## src/rtl/pll_scan_pkg.sv

```systemverilog
package pll_scan_pkg;

    // Field select codes
    localparam logic [2:0] FLD_HI  = 3'd0;
    localparam logic [2:0] FLD_LO  = 3'd1;
    localparam logic [2:0] FLD_BYP = 3'd2;
    localparam logic [2:0] FLD_ODD = 3'd3;

    typedef enum logic [3:0] {
        S_IDLE,
        S_READ,
        S_WRITE,
        S_ALIGN,
        S_SHIFT,
        S_UPDATE,
        S_WAIT_DONE,
        S_RST_PULSE,
        S_RST_RELEASE
    } scan_state_e;

endpackage

```

## src/rtl/pll_scan_cache.sv

```systemverilog
module pll_scan_cache
    import pll_scan_pkg::*;
#(
    parameter int NUM_CNT   = 8,
    parameter int CNT_W     = 8,
    parameter int TSEL_W    = 4,
    parameter int PSEL_W    = 3,
    parameter int DATA_W    = 9,
    parameter int SEG_W     = 2 * CNT_W + 2,
    parameter int CHAIN_LEN = NUM_CNT * SEG_W
) (
    input  logic                 clk,
    input  logic                 rst_n,
    input  logic                 we,
    input  logic [TSEL_W-1:0]    tsel,
    input  logic [PSEL_W-1:0]    psel,
    input  logic [DATA_W-1:0]    wdata,
    output logic [DATA_W-1:0]    rd_val,
    output logic                 sel_ok,
    output logic [CHAIN_LEN-1:0] chain
);
    localparam int IDX_W = $clog2(NUM_CNT);

    logic [CNT_W-1:0] hi_q  [NUM_CNT];
    logic [CNT_W-1:0] lo_q  [NUM_CNT];
    logic             byp_q [NUM_CNT];
    logic             odd_q [NUM_CNT];
    logic [IDX_W-1:0] idx;

    assign idx    = tsel[IDX_W-1:0];
    assign sel_ok = (int'(tsel) < NUM_CNT) && (psel <= FLD_ODD);

    for (genvar i = 0; i < NUM_CNT; i++) begin : g_cnt
        always_ff @(posedge clk or negedge rst_n) begin
            if (!rst_n) begin
                hi_q[i]  <= '0;
                lo_q[i]  <= '0;
                byp_q[i] <= 1'b0;
                odd_q[i] <= 1'b0;
            end else if (we && sel_ok && (int'(idx) == i)) begin
                unique case (psel)
                    FLD_HI:  hi_q[i]  <= wdata[CNT_W-1:0];
                    FLD_LO:  lo_q[i]  <= wdata[CNT_W-1:0];
                    FLD_BYP: byp_q[i] <= wdata[0];
                    default: odd_q[i] <= wdata[0];
                endcase
            end
        end

        // counter 0 occupies the most significant segment
        assign chain[CHAIN_LEN-1-i*SEG_W -: SEG_W] = {hi_q[i], lo_q[i], byp_q[i], odd_q[i]};
    end

    always_comb begin
        rd_val = '0;
        case (psel)
            FLD_HI:  rd_val[CNT_W-1:0] = hi_q[idx];
            FLD_LO:  rd_val[CNT_W-1:0] = lo_q[idx];
            FLD_BYP: rd_val[0]         = byp_q[idx];
            FLD_ODD: rd_val[0]         = odd_q[idx];
            default: rd_val            = '0;
        endcase
    end

endmodule

```

## src/rtl/pll_scan_shifter.sv

```systemverilog
module pll_scan_shifter #(
    parameter int CHAIN_LEN = 144
) (
    input  logic                 clk,
    input  logic                 rst_n,
    input  logic                 load,
    input  logic                 step,
    input  logic [CHAIN_LEN-1:0] chain_in,
    output logic                 sclk,
    output logic                 sdo,
    output logic                 last
);
    localparam int CW = $clog2(CHAIN_LEN);

    logic [CHAIN_LEN-1:0] sr_q;
    logic [CW-1:0]        cnt_q;
    logic                 ph_q;

    always_ff @(posedge clk or negedge rst_n) begin
        if (!rst_n) begin
            ph_q  <= 1'b0;
            sr_q  <= '0;
            cnt_q <= '0;
        end else begin
            ph_q <= ~ph_q;
            if (load) begin
                sr_q  <= chain_in;
                cnt_q <= '0;
            end else if (step) begin
                sr_q  <= {sr_q[CHAIN_LEN-2:0], 1'b0};
                cnt_q <= cnt_q + 1'b1;
            end
        end
    end

    assign sclk = ph_q;
    assign sdo  = sr_q[CHAIN_LEN-1];
    assign last = (cnt_q == CW'(CHAIN_LEN - 1));

endmodule

```

## src/rtl/pll_scan_ctrl.sv

```systemverilog
module pll_scan_ctrl
    import pll_scan_pkg::*;
#(
    parameter int NUM_CNT = 8,
    parameter int CNT_W   = 8,
    parameter int TSEL_W  = 4,
    parameter int PSEL_W  = 3,
    parameter int DATA_W  = 9
) (
    input  logic              clk,
    input  logic              rst_n,
    input  logic              rd_req,
    input  logic              wr_req,
    input  logic              cfg_req,
    input  logic [TSEL_W-1:0] cnt_sel,
    input  logic [PSEL_W-1:0] fld_sel,
    input  logic [DATA_W-1:0] wdata,
    output logic [DATA_W-1:0] rdata,
    output logic              busy,
    input  logic              pll_rst_req,
    input  logic              scan_done,
    output logic              scan_clk,
    output logic              scan_clk_en,
    output logic              scan_dat,
    output logic              cfg_upd,
    output logic              pll_rst
);
    localparam int SEG_W     = 2 * CNT_W + 2;
    localparam int CHAIN_LEN = NUM_CNT * SEG_W;

    scan_state_e          state_q, state_d;
    logic                 take_cfg, take_wr, take_rd;
    logic [DATA_W-1:0]    rd_val;
    logic                 sel_ok;
    logic [CHAIN_LEN-1:0] chain;
    logic                 load, step, last;

    // priority: reconfigure, then write, then read
    assign take_cfg = (state_q == S_IDLE) && cfg_req;
    assign take_wr  = (state_q == S_IDLE) && wr_req && !cfg_req;
    assign take_rd  = (state_q == S_IDLE) && rd_req && !cfg_req && !wr_req;

    assign load = (state_q == S_ALIGN) && scan_clk;
    assign step = (state_q == S_SHIFT) && scan_clk && !last;

    pll_scan_cache #(
        .NUM_CNT(NUM_CNT), .CNT_W(CNT_W), .TSEL_W(TSEL_W),
        .PSEL_W(PSEL_W), .DATA_W(DATA_W), .SEG_W(SEG_W), .CHAIN_LEN(CHAIN_LEN)
    ) u_cache (
        .clk    (clk),
        .rst_n  (rst_n),
        .we     (take_wr),
        .tsel   (cnt_sel),
        .psel   (fld_sel),
        .wdata  (wdata),
        .rd_val (rd_val),
        .sel_ok (sel_ok),
        .chain  (chain)
    );

    pll_scan_shifter #(.CHAIN_LEN(CHAIN_LEN)) u_shift (
        .clk      (clk),
        .rst_n    (rst_n),
        .load     (load),
        .step     (step),
        .chain_in (chain),
        .sclk     (scan_clk),
        .sdo      (scan_dat),
        .last     (last)
    );

    // next-state logic
    always_comb begin
        state_d = state_q;
        unique case (state_q)
            S_IDLE: begin
                if (take_cfg)     state_d = S_ALIGN;
                else if (take_wr) state_d = S_WRITE;
                else if (take_rd) state_d = S_READ;
            end
            S_READ, S_WRITE: state_d = S_IDLE;
            S_ALIGN:         if (scan_clk) state_d = S_SHIFT;
            S_SHIFT:         if (scan_clk && last) state_d = S_UPDATE;
            S_UPDATE:        state_d = S_WAIT_DONE;
            S_WAIT_DONE:     if (scan_done) state_d = S_RST_PULSE;
            S_RST_PULSE:     state_d = S_RST_RELEASE;
            S_RST_RELEASE:   state_d = S_IDLE;
            default:         state_d = S_IDLE;
        endcase
    end

    // state register
    always_ff @(posedge clk or negedge rst_n) begin
        if (!rst_n) state_q <= S_IDLE;
        else        state_q <= state_d;
    end

    // outputs
    always_ff @(posedge clk or negedge rst_n) begin
        if (!rst_n)                rdata <= '0;
        else if (take_rd && sel_ok) rdata <= rd_val;
    end

    always_comb begin
        busy        = (state_q != S_IDLE);
        scan_clk_en = (state_q == S_SHIFT);
        cfg_upd     = (state_q == S_UPDATE);
        pll_rst     = (state_q == S_RST_PULSE) || pll_rst_req;
    end

endmodule

```

## config.mk

```make
export PLATFORM = sky130hd
export DESIGN_NAME = pll_scan_ctrl
export DESIGN_NICKNAME = d
export VERILOG_FILES = /design/src/rtl/pll_scan_pkg.sv /design/src/rtl/pll_scan_cache.sv /design/src/rtl/pll_scan_shifter.sv /design/src/rtl/pll_scan_ctrl.sv
export SDC_FILE = /design/constraint.sdc
export NUM_CORES = 1
export LEC_CHECK = 0
export ABC_AREA = 1
export BUFFER_PORTS_ARGS = -buffer_cell sky130_fd_sc_hd__buf_4
export CAP_MARGIN = 20
export CORE_MARGIN = 2
export CORE_UTILIZATION = 39
export DETAILED_ROUTE_END_ITERATION = 16
export PLACE_DENSITY_LB_ADDON = 0.1
export SLEW_MARGIN = 40
export SYNTH_ARGS = -nofsm -noshare
export SYNTH_HDL_FRONTEND = slang
export SYNTH_SLANG_ARGS = --single-unit
```

## constraint.sdc

```tcl
create_clock -name clk -period 2.8 [get_ports clk]
set_input_delay 0.56 -clock clk [delete_from_list [all_inputs] [get_ports clk]]
set_output_delay 0.56 -clock clk [all_outputs]
set_load 0.05 [all_outputs]
```

# Word-level counts from Yosys, hierarchy flattened
# Index checks and enable logic that the tools add are counted.
# op_classes
bitwise	3
n_mux	25
n_reduce_logical	64
magnitude_cmp	3
n_eq_ne	20
add_sub_neg	1
# op_table
op	n
144-bit two-way mux	2
2-bit AND reduction	32
8-bit binary-select mux with 3-bit select	2
8-bit two-way mux	6
4-bit two-way mux	6
4-bit one-hot mux with 6 select lines	1
1-bit logical AND	21
4-bit by 3-bit == test with 1-bit output (second input constant)	4
7-bit one-hot mux with 2 select lines	1
3-bit by 2-bit == test with 1-bit output (second input constant)	4
3-bit == test (second input constant)	4
8-bit by 1-bit adder with 8-bit output (second input constant)	1
8-bit == test (second input constant)	1
1-bit binary-select mux with 3-bit select	2
3-bit by 1-bit == test with 1-bit output (second input constant)	2
3-bit zero test	2
4-bit by 2-bit == test with 1-bit output (second input constant)	1
4-bit >= comparator (second input constant)	1
4-bit zero test	1
4-bit less-than comparator (second input constant)	1
1-bit two-way mux	4
2-bit by 1-bit != test with 1-bit output (second input constant)	2
4-bit by 3-bit != test with 1-bit output (second input constant)	1
3-bit inverter with 4-bit output	1
10 further kinds	13
# totals
register_bits	309
word_cells	153

# Longest topological paths before layout
# Gate-level depths: netlist of run 1.
# depth
word_depth	8
ltp_mapped	12
ltp_nobuf	9

# Hierarchy
# From an unflattened synthesis of run 1, not the netlist that was laid out.
# hier_totals
cells_unflattened	1562
area_unflattened_um2	14437.6
# modules_own_cells
module	seq_area_each_um2	n_inst	cells_per_inst	area_per_inst_um2
pll_scan_shifter	3828.7	1	688	7049.3
pll_scan_cache	3603.5	1	778	6631.4
pll_scan_ctrl	325.3	1	96	757.0

# Worst setup path before layout of run 1
# Ideal clock, no wire load.
# synth_path
path_type	register to output
startpoint	register state_q[2]
endpoint	output cfg_upd
slack_ns	0.555
stages_incl_launch_ff	5
t_arrival_ns	1.685
cell_sequence	dfrtp_1 -> inv_1 -> nor2_1 -> inv_1 -> nor3_1
# synth_via
elab_chain_len	1
# synth_rtl
element	line_no	source
start: declaration	pll_scan_ctrl.sv:31	scan_state_e state_q, state_d;
start signal: assignment	pll_scan_ctrl.sv:95	else state_q <= state_d;
4-bit by 3-bit == test with 1-bit output	pll_scan_ctrl.sv:107	cfg_upd = (state_q == S_UPDATE);
end: declaration	pll_scan_ctrl.sv:25	output logic cfg_upd,
# No other way between the ends.

# Worst setup path after layout of run 1
# layout_path
startpoint	register u_shift.cnt_q[0]
endpoint	register u_shift.sr_q[65]
# layout_via
elab_chain_len	4
# layout_rtl
element	line_no	source
start: declaration	pll_scan_shifter.sv:16	logic [CW-1:0] cnt_q;
start signal: assignment	pll_scan_shifter.sv:31	cnt_q <= cnt_q + 1'b1;
8-bit == test	pll_scan_shifter.sv:38	assign last = (cnt_q == CW'(CHAIN_LEN - 1));
1-bit zero test	pll_scan_ctrl.sv:44	assign step = (state_q == S_SHIFT) && scan_clk && !last;
1-bit logical AND	pll_scan_ctrl.sv:44	
2-bit nonzero test (no line)	n/a	
end signal: assignment	pll_scan_shifter.sv:27	sr_q <= chain_in;
end signal: assignment	pll_scan_shifter.sv:30	sr_q <= {sr_q[CHAIN_LEN-2:0], 1'b0};
end: declaration	pll_scan_shifter.sv:15	logic [CHAIN_LEN-1:0] sr_q;
# No other way between the ends.
# A chain may end at the register's enable or synchronous reset.

==> results.md, run 1 <==
* DR WL met2 at around 20 mm
* Vias per cell at about 5.4
* H-tree level count at 2
* Slew Limit Fails at 0
* DP Wirelength at 27.8 mm
* CP Cell Sequence: ha_1, nand2_1, nor2_1, nand4_1, nand3_1, nand2_4, buf_12, buf_12, nor2_1, a31oi_1
* Largest net degree at the start of global routing at 146
* ANT cells at 0
* Hold Crit Start: wdata[7]
* Final setup violating endpoints at 0
* Synthesized area per cell at around 8 um2
* Die area at 39100 um2
* Synthesized cell area at around 15000 um2
* IO Port Bufs at 35
* Commonest cells after routing, fill and taps aside: nand2_1 (605), dfrtp_1 (309), nor2_1 (211)
* CTS buffer count at 37
* Final antenna-violating net count at 0
* Ys Warns at 0
* Post-synth EDFFs at 0
* Cells after Synth at between 1500 and 2000
* Vias in the first global route at approximately 12000
* DRT iter0 DRCs at roughly 970
* Setup Skew at ~0.018 ns
* Starting Density at about two fifths
* TritonRoute pass-1 iters at 6
* PwrDens at about 910 nW/um2
* Netlist cell types at 37
* RSZ-0062 raised after global routing: false
* Critical Path Slowest Stage Cell: dfrtp_1
* Most common cell after layout, fill and taps aside: nand2_1
* CTS resizes at 0
* Die height at 198 um
* DR top layer: met4
* CTS Sinks at around 300
* Synth async-reset ratio at 100%
* Remaining Overflow, GRT at 0
* Die X at roughly 200 um
* Type of the worst min-delay path: primary input to flip-flop
* DRC Markers at 0
* Initial antenna violation count at 0
* CP endpoint kind: flip-flop
* Final hold viol count at 0
* Final nets at approximately 1800
* Row count at 70
* Layout area overhead at 13.8%
* Register bit total from synthesis at 309
* CTS tree: yes
* Worst EP arrival at approximately 2.8 ns
* I/O Pins at 38
* Placement Cell Area at 15500 um2
* Mux contribution to synthesized area at 0%
* Reg2reg end: u_shift.sr_q[65]
* R2R cell count at 10
* Tcrit/Tclk final at 83.0%
* R2R setup slack at ~0.48 ns
* CP required at between 3 and 4 ns
* Net Count, Synth at between 1500 and 2000
* Met3 Wirelength at roughly 2.1 mm
* Synth Area in Simple Gates at a little over a quarter
* CTS max path bufs at 3
* Crit-path max FO at 30
* WL final at 43.4 mm
* Crit Path Class: flip-flop to flip-flop
* Worst R2R Start: u_shift.cnt_q[0]
* First-pass GRT wire length at around 69 mm
* Worst slew pin tran at just over 0.7 ns
* Largest family of logic cells by synthesized area: simple AND/OR/NAND/NOR gates
* Setup_tns at 0 ns
* Lkg Pwr at between 8 and 9 nW
* Clock slew at reported path FFs at ~0.060 ns
* Core outline area at around 37000 um2
* Hold Path Sink: u_cache.chain[143]
* Max_slew headroom at about half
* Fmax at roughly 430 MHz
* Top_reg_cell synth: dfrtp_1
* CP max stage delay at approximately 0.4 ns
* XOR/XNOR Fraction of Synth Area at less than 1%
* Avg WL per Cell at 18.7 um
* Share of cells above drive strength 1 at a little under a tenth
* Cells on Worst Hold Path at 3
* Synth Area in Adders at less than 1%
* Critical Path Start Type: flip-flop
* Maximum vdd drop at between 0.0004 and 0.0005 V
* Routability cong. at 0.893
* Outcome: complete, no violations
* Clock root buffer: clkbuf_16
* Max cap viols at 0
* Synth Area in Compound Gates at about 14%
* Sequential area share after synthesis at roughly 53%
* Design area at 16700 um2
* Clk Latency, worst-skew pair at about 0.53 ns
* Via count at roughly 12000
* GRT Resource Usage Total at approximately 23%
* Post-layout min period at around 2.3 ns
* Met1 WL at roughly 20 mm
worst max-delay path: cells and delay by family (launching register included):
family | cells | cell delay [ns]
AO/OA/AOI/OAI | 1 | 0.15
flip-flops | 1 | 0.40
AND/OR/NAND/NOR | 6 | 1.01
buffers and inverters | 2 | 0.43
adder cells (fa/ha/maj) | 1 | 0.22
power breakdown:
part / internal (mW) / switching [mW]
Combinational: 1.56 / 2.80
Clock: 2.84 / 1.89
Sequential: 5.50 / 0.550
Total: 9.90 / 5.24
stage by stage:
step	total power, mW	util, %	worst slack (ns)	cells	hold WS, ns
final	15.1	45.3	0.476	2317	0.447
after global routing	16.2	45.3	0.279	2317	0.423
after CTS	15.3	45.3	0.465	2317	0.426
after detailed placement	10.5	42.0	0.433	2253	0.472
after global placement	10.4	42.0	0.431	2253	0.470
after floorplan	9.15	-	0.555	1829	0.264
worst max path at each step:
stage	start	end	cells after the start
floorplan	state_q[2]	cfg_upd	4
CTS	u_shift.cnt_q[0]	u_shift.sr_q[2]	10
global placement	cnt_sel[1]	rdata[0]	11
finish	u_shift.cnt_q[0]	u_shift.sr_q[65]	10
global route	state_q[2]	u_shift.sr_q[62]	9
detailed placement	cnt_sel[1]	rdata[0]	11
synth_stat cells (5+ instances only):
| master | number | area (um2) |
|---|---|---|
| dfrtp_1 | 309 | 7730 |
| nor3_1 | 7 | 35.0 |
| buf_2 | 50 | 250 |
| nand2_1 | 606 | 2270 |
| a22oi_1 | 19 | 143 |
| a31oi_1 | 142 | 888 |
| a21oi_1 | 38 | 190 |
| nand4_4 | 6 | 128 |
| inv_1 | 85 | 319 |
| clkbuf_1 | 62 | 233 |
| nand4_1 | 5 | 31.3 |
| nor2_1 | 213 | 800 |
| nor2_2 | 10 | 62.6 |
| o21ai_0 | 148 | 741 |
| nand3_1 | 80 | 400 |
| o21ai_1 | 5 | 25.0 |
| buf_4 | 6 | 45.0 |
registers in the layout, summed over array words and instances (netlist names):
| signal | count |
|---|---|
| u_cache.chain | 144 |
| u_shift.sr_q | 144 |
| rdata | 8 |
| u_shift.cnt_q | 8 |
| state_q | 4 |
| u_shift.sclk | 1 |
kinds of logic (layout without fill, tap and decap cells):
| group | after synthesis | in the layout |
|---|---|---|
| compound gates | 359 | 359 |
| xor+xnor | 4 | 4 |
| fa+ha+maj | 1 | 1 |
| buf+inv | 213 | 233 |
| flops | 309 | 309 |
| other cells | 1 | 1 |
| simple gates | 942 | 942 |
cell type report:
| cell class | instances | area (um2) |
|---|---|---|
| fill | 3672 | 20100 |
| sequential | 309 | 7730 |
| multi-input combinational | 1307 | 6010 |
| clock buffer | 53 | 1080 |
| timing repair buffer | 83 | 821 |
| tap | 468 | 586 |
| inverter | 87 | 329 |
| clock inverter | 10 | 103 |
layer usage:
metal,global-route usage (%),vias to the layer above
met5,0,-
met4,6.68,0
met3,3.24,56
met2,36.1,322
met1,32.6,6113
li1,-,6000
repair_timing:
| action | CTS | global route |
|---|---|---|
| buffers inserted | 0 | 0 |
| hold buffers | 1 | 0 |
| hold endpoints to repair | 29 | 0 |
No activity file was read; power rests on OpenSTA's default activity.
==> run 2: changes to the inputs <==
--- a/config.mk
+++ b/config.mk
@@ -5,7 +5,7 @@
 export SDC_FILE = /design/constraint.sdc
 export NUM_CORES = 1
 export LEC_CHECK = 0
-export ABC_AREA = 1
+export ABC_AREA = 0
 export BUFFER_PORTS_ARGS = -buffer_cell sky130_fd_sc_hd__buf_4
 export CAP_MARGIN = 20
 export CORE_MARGIN = 2
==> constraint.sdc (replaced) <==
create_clock -name clk -period 1.9 [get_ports clk]
set_input_delay 0.38 -clock clk [delete_from_list [all_inputs] [get_ports clk]]
set_output_delay 0.38 -clock clk [all_outputs]
set_load 0.05 [all_outputs]
==> run 2 against run 1 <==
Against the previous run:
- the run now ends with negative setup slack left
- maximum frequency up 3.9%
- clock power up 43%
- critical path depth shrank 2
- global-route usage fell by 0.90 points
- die area fell by 1.8%
- via count decreased by 23%
- flip-flop and latch count unchanged
- utilization rose by 7.0 points
- total power up 28%
- sequential power up 20%
==> results.md, run 2 <==
* Die height at 196 um (-0.92%)
* DRT iter0 DRCs at 523 (-46%)
* Final setup violating endpoints at 305 (+305)
* Largest area contributor in the netlist: dfrtp_1
* Largest net degree at the start of global routing at 50 (-66%)
* Max_slew headroom at 32.0% (-20 points)
* Net Switching at 5.69 mW (+8.6%)
* CTS buffer count at 37 (unchanged)
* CTS max path bufs at 3 (unchanged)
* Gate power share at 28.0% (-0.8 points)
* Crit-path max FO at 7 (-77%)
* Row count at 70 (unchanged)
* Worst EP arrival at 2.63 ns (-0.13 ns)
* ANT cells at 0 (unchanged)
* Sequential share of power at 37.3% (-2.6 points)
* Layout area overhead at 32.6%
* Die X at 196 um (-0.92%)
* Synth area leaders: dfrtp_1 (54%), mux2i_1 (12%), mux2_2 (11%)
* R2R setup slack at -0.34 ns (-0.81 ns)
* Placement Cell Area at 16500 um2 (+6.9%)
* Netlist cell types at 48 (+30%)
* Outcome: complete, but fails checks
* TritonRoute pass-1 iters at 5 (-1)
* Worst R2R Start: state_q[0]
* First-pass GRT wire length at 63.5 mm (-8.0%)
* Fmax at 447 MHz (+3.9%)
* Post-layout min period at 2.24 ns (-0.0865 ns)
* DP Wirelength at 25.9 mm (-6.9%)
* R2R cell count at 8 (-2)
* Synthesized cell area at 14400 um2 (-1.9%)
* Crit Path Class: flip-flop to flip-flop
* Reg2reg end: u_cache.chain[95]
* Worst slew pin tran at 1.02 ns (+0.297 ns)
* Clk Latency, worst-skew pair at 0.52 ns (about the same)
* Critical Path Start Type: flip-flop
* Clock root buffer: clkbuf_16
* Sw frac at 29.2% (-5.4 points)
* Top cells by count, synth: dfrtp_1 (309), mux2i_1 (170), nand2_1 (164), o21ai_0 (151), mux2_2 (146)
* RSZ-0062 raised after global routing: true
* PwrDens at 1020 nW/um2 (+12%)
* Vias per cell at 5.35 (-0.81%)
* Die area at 38400 um2 (-1.8%)
* Register bit total from synthesis at 309 (unchanged)
* Place WS at -0.379 ns (-0.812 ns)
* Setup crit start: state_q[0]
* CTS tree: yes
* Net Count, Synth at 1203 (-35%)
* Routability cong. at 0.815 (-8.8%)
* Placed instance count at 1708 (-24%)
* Post-synth EDFFs at 0 (unchanged)
* Final antenna-violating net count at 0 (unchanged)
* Starting Density at 39.4% (-0.37 points)
* Vias in the first global route at 10000 (-16%)
* DRC Markers at 0 (unchanged)
* Clock network power share at 34.7% (+3.4 points)
* Final hold viol count at 0 (unchanged)
* Avg WL per Cell at 22.3 um (+19%)
* Design area at 19100 um2 (+14%)
* Fin cells at 1809 (-22%)
* Remaining Overflow, GRT at 0 (unchanged)
* Via count at 9673 (-23%)
* CTS Sinks at 309 (unchanged)
* Final setup margin at -0.338 ns (-0.814 ns)
* Design internal power at 13.8 mW (+39%)
* Ys Warns at 0 (unchanged)
* H-tree level count at 2 (unchanged)
* Clock slew at reported path FFs at 0.05 ns (about the same)
* Total power at 19.4 mW (+28%)
* Initial antenna violation count at 0 (unchanged)
* Failing checks: negative setup slack
* Setup_tns at -74.78 ns (-74.78 ns)
* Tcrit/Tclk final at 118% (+35 points)
* Synth async-reset ratio at 100% (unchanged)
* Maximum vdd drop at 0.000590 V (+39%)
* I/O Pins at 38 (unchanged)
* Type of the worst min-delay path: primary input to flip-flop
* Slew Limit Fails at 0 (unchanged)
* Max cap viols at 0 (unchanged)
* Lkg Pwr at 9.30 nW (+13%)
* Setup Skew at 0.0157 ns (-0.00255 ns)
* Final nets at 1345 (-27%)
* Share of cells above drive strength 1 at 36.3% (+27 points)
* Hold_ws at 0.319 ns (-0.127 ns)
* Synthesized area per cell at 12.2 um2 (+52%)
* Sequential area share after synthesis at 53.8% (+1.0 points)
* Final core occ at 52.3% (+7.0 points)
* WL final at 40.4 mm (-6.9%)
* IO Port Bufs at 35 (unchanged)
* Count leader, synth: dfrtp_1
* Share of the synthesized area in the top cell type at 53.8% (+1.0 points)
* Crit path to: u_cache.chain[95]
* CP required at 2.29 ns (-0.94 ns)
* Top_reg_cell synth: dfrtp_1
* Most common cell after layout, fill and taps aside: dfrtp_1
* Cells after Synth at 1179 (-36%)
* CP endpoint kind: flip-flop
* Commonest cells after routing, fill and taps aside: dfrtp_1 (308), nand2_1 (161), mux2i_1 (160)
* Core outline area at 36400 um2 (-0.95%)
* GRT Resource Usage Total at 21.9% (-0.90 points)
==> run 2: cell types whose count changed in the layout (fill, tap and decap cells not counted), sizes merged, moves of 83 or more <==
| cell | change |
|---|---|
| nand2 | -441 |
| nor2 | -193 |
| mux2i | +170 |
| mux2 | +146 |
| a31oi | -142 |
| buf | +98 |
| inv | -83 |
==> run 2: worst max-delay path, cell delays in order, from the launching register on <==
cell,delay [ns]
dfrtp_1,0.38
or4_4,0.56
buf_6,0.14
nor3_4,0.15
buf_12,0.16
nand2_8,0.11
nor2_4,0.15
buf_12,0.16
mux2_4,0.30
==> run 2: per-layer routing <==
layer | up-vias | GRT usage, % | part of all wire [%]
met5 | - | 0 | 0
met4 | 0 | 6.34 | 2.3
met3 | 58 | 3.18 | 3.2
met2 | 134 | 32.9 | 45
met1 | 4980 | 32.9 | 50
li1 | 4501 | - | -
==> run 2: power groups by stage <==
stage	clock (mW)	sequential, mW	combinational, mW
2_1_floorplan	0	7.33	2.71
3_3_place_gp	0	7.34	3.73
3_5_place_dp	0	7.35	3.75
4_1_cts	6.94	7.24	5.45
5_1_grt	7.21	7.29	5.76
6_report	6.76	7.25	5.44
==> run 2: layout make-up <==
class / instances / area [um2]
Clock buffer: 55 / 1140
Clock inverter: 4 / 23.8
Fill cell: 3160 / 17400
Inverter: 3 / 11.3
Multi-Input combinational cell: 788 / 7210
Sequential cell: 309 / 7730
Tap cell: 468 / 586
Timing Repair Buffer: 182 / 2350
==> run 2: cells by family (layout without fill, tap and decap cells) <==
family / after synthesis / after routing / share of synthesized area (%)
AOI/OAI and AO/OA: 186 / 186 / 7.07
xor gates and xnor gates: 5 / 5 / 0.305
adders and majority gates: 1 / 1 / 0.0871
buffers and inverters: 82 / 244 / 2.62
DFF: 309 / 309 / 53.8
muxes: 344 / 344 / 27.7
other: 1 / 1 / 0.0261
and+or+nand+nor: 251 / 251 / 8.37
==> run 2: timing repair <==
item                       CTS  global route
setup endpoints to repair  307           308
hold endpoints to repair    35             0
cloned                      16             1
pin swaps                   14            35
setup buffers               25            19
hold buffers                 1             0
gates resized for setup    128            92
==> run 2: worst min path at each step <==
stage | start | end | slack (ns) | cells after the start
6_report | cnt_sel[2] | rdata[2] | 0.32 | 3
5_1_grt | cnt_sel[2] | rdata[2] | 0.31 | 3
4_1_cts | cnt_sel[2] | rdata[2] | 0.30 | 3
3_5_place_dp | rst_n | u_shift.sr_q[122] | 0.33 | 1
3_3_place_gp | rst_n | u_shift.sr_q[122] | 0.34 | 1
2_1_floorplan | rst_n | rdata[0] | 0.08 | 0
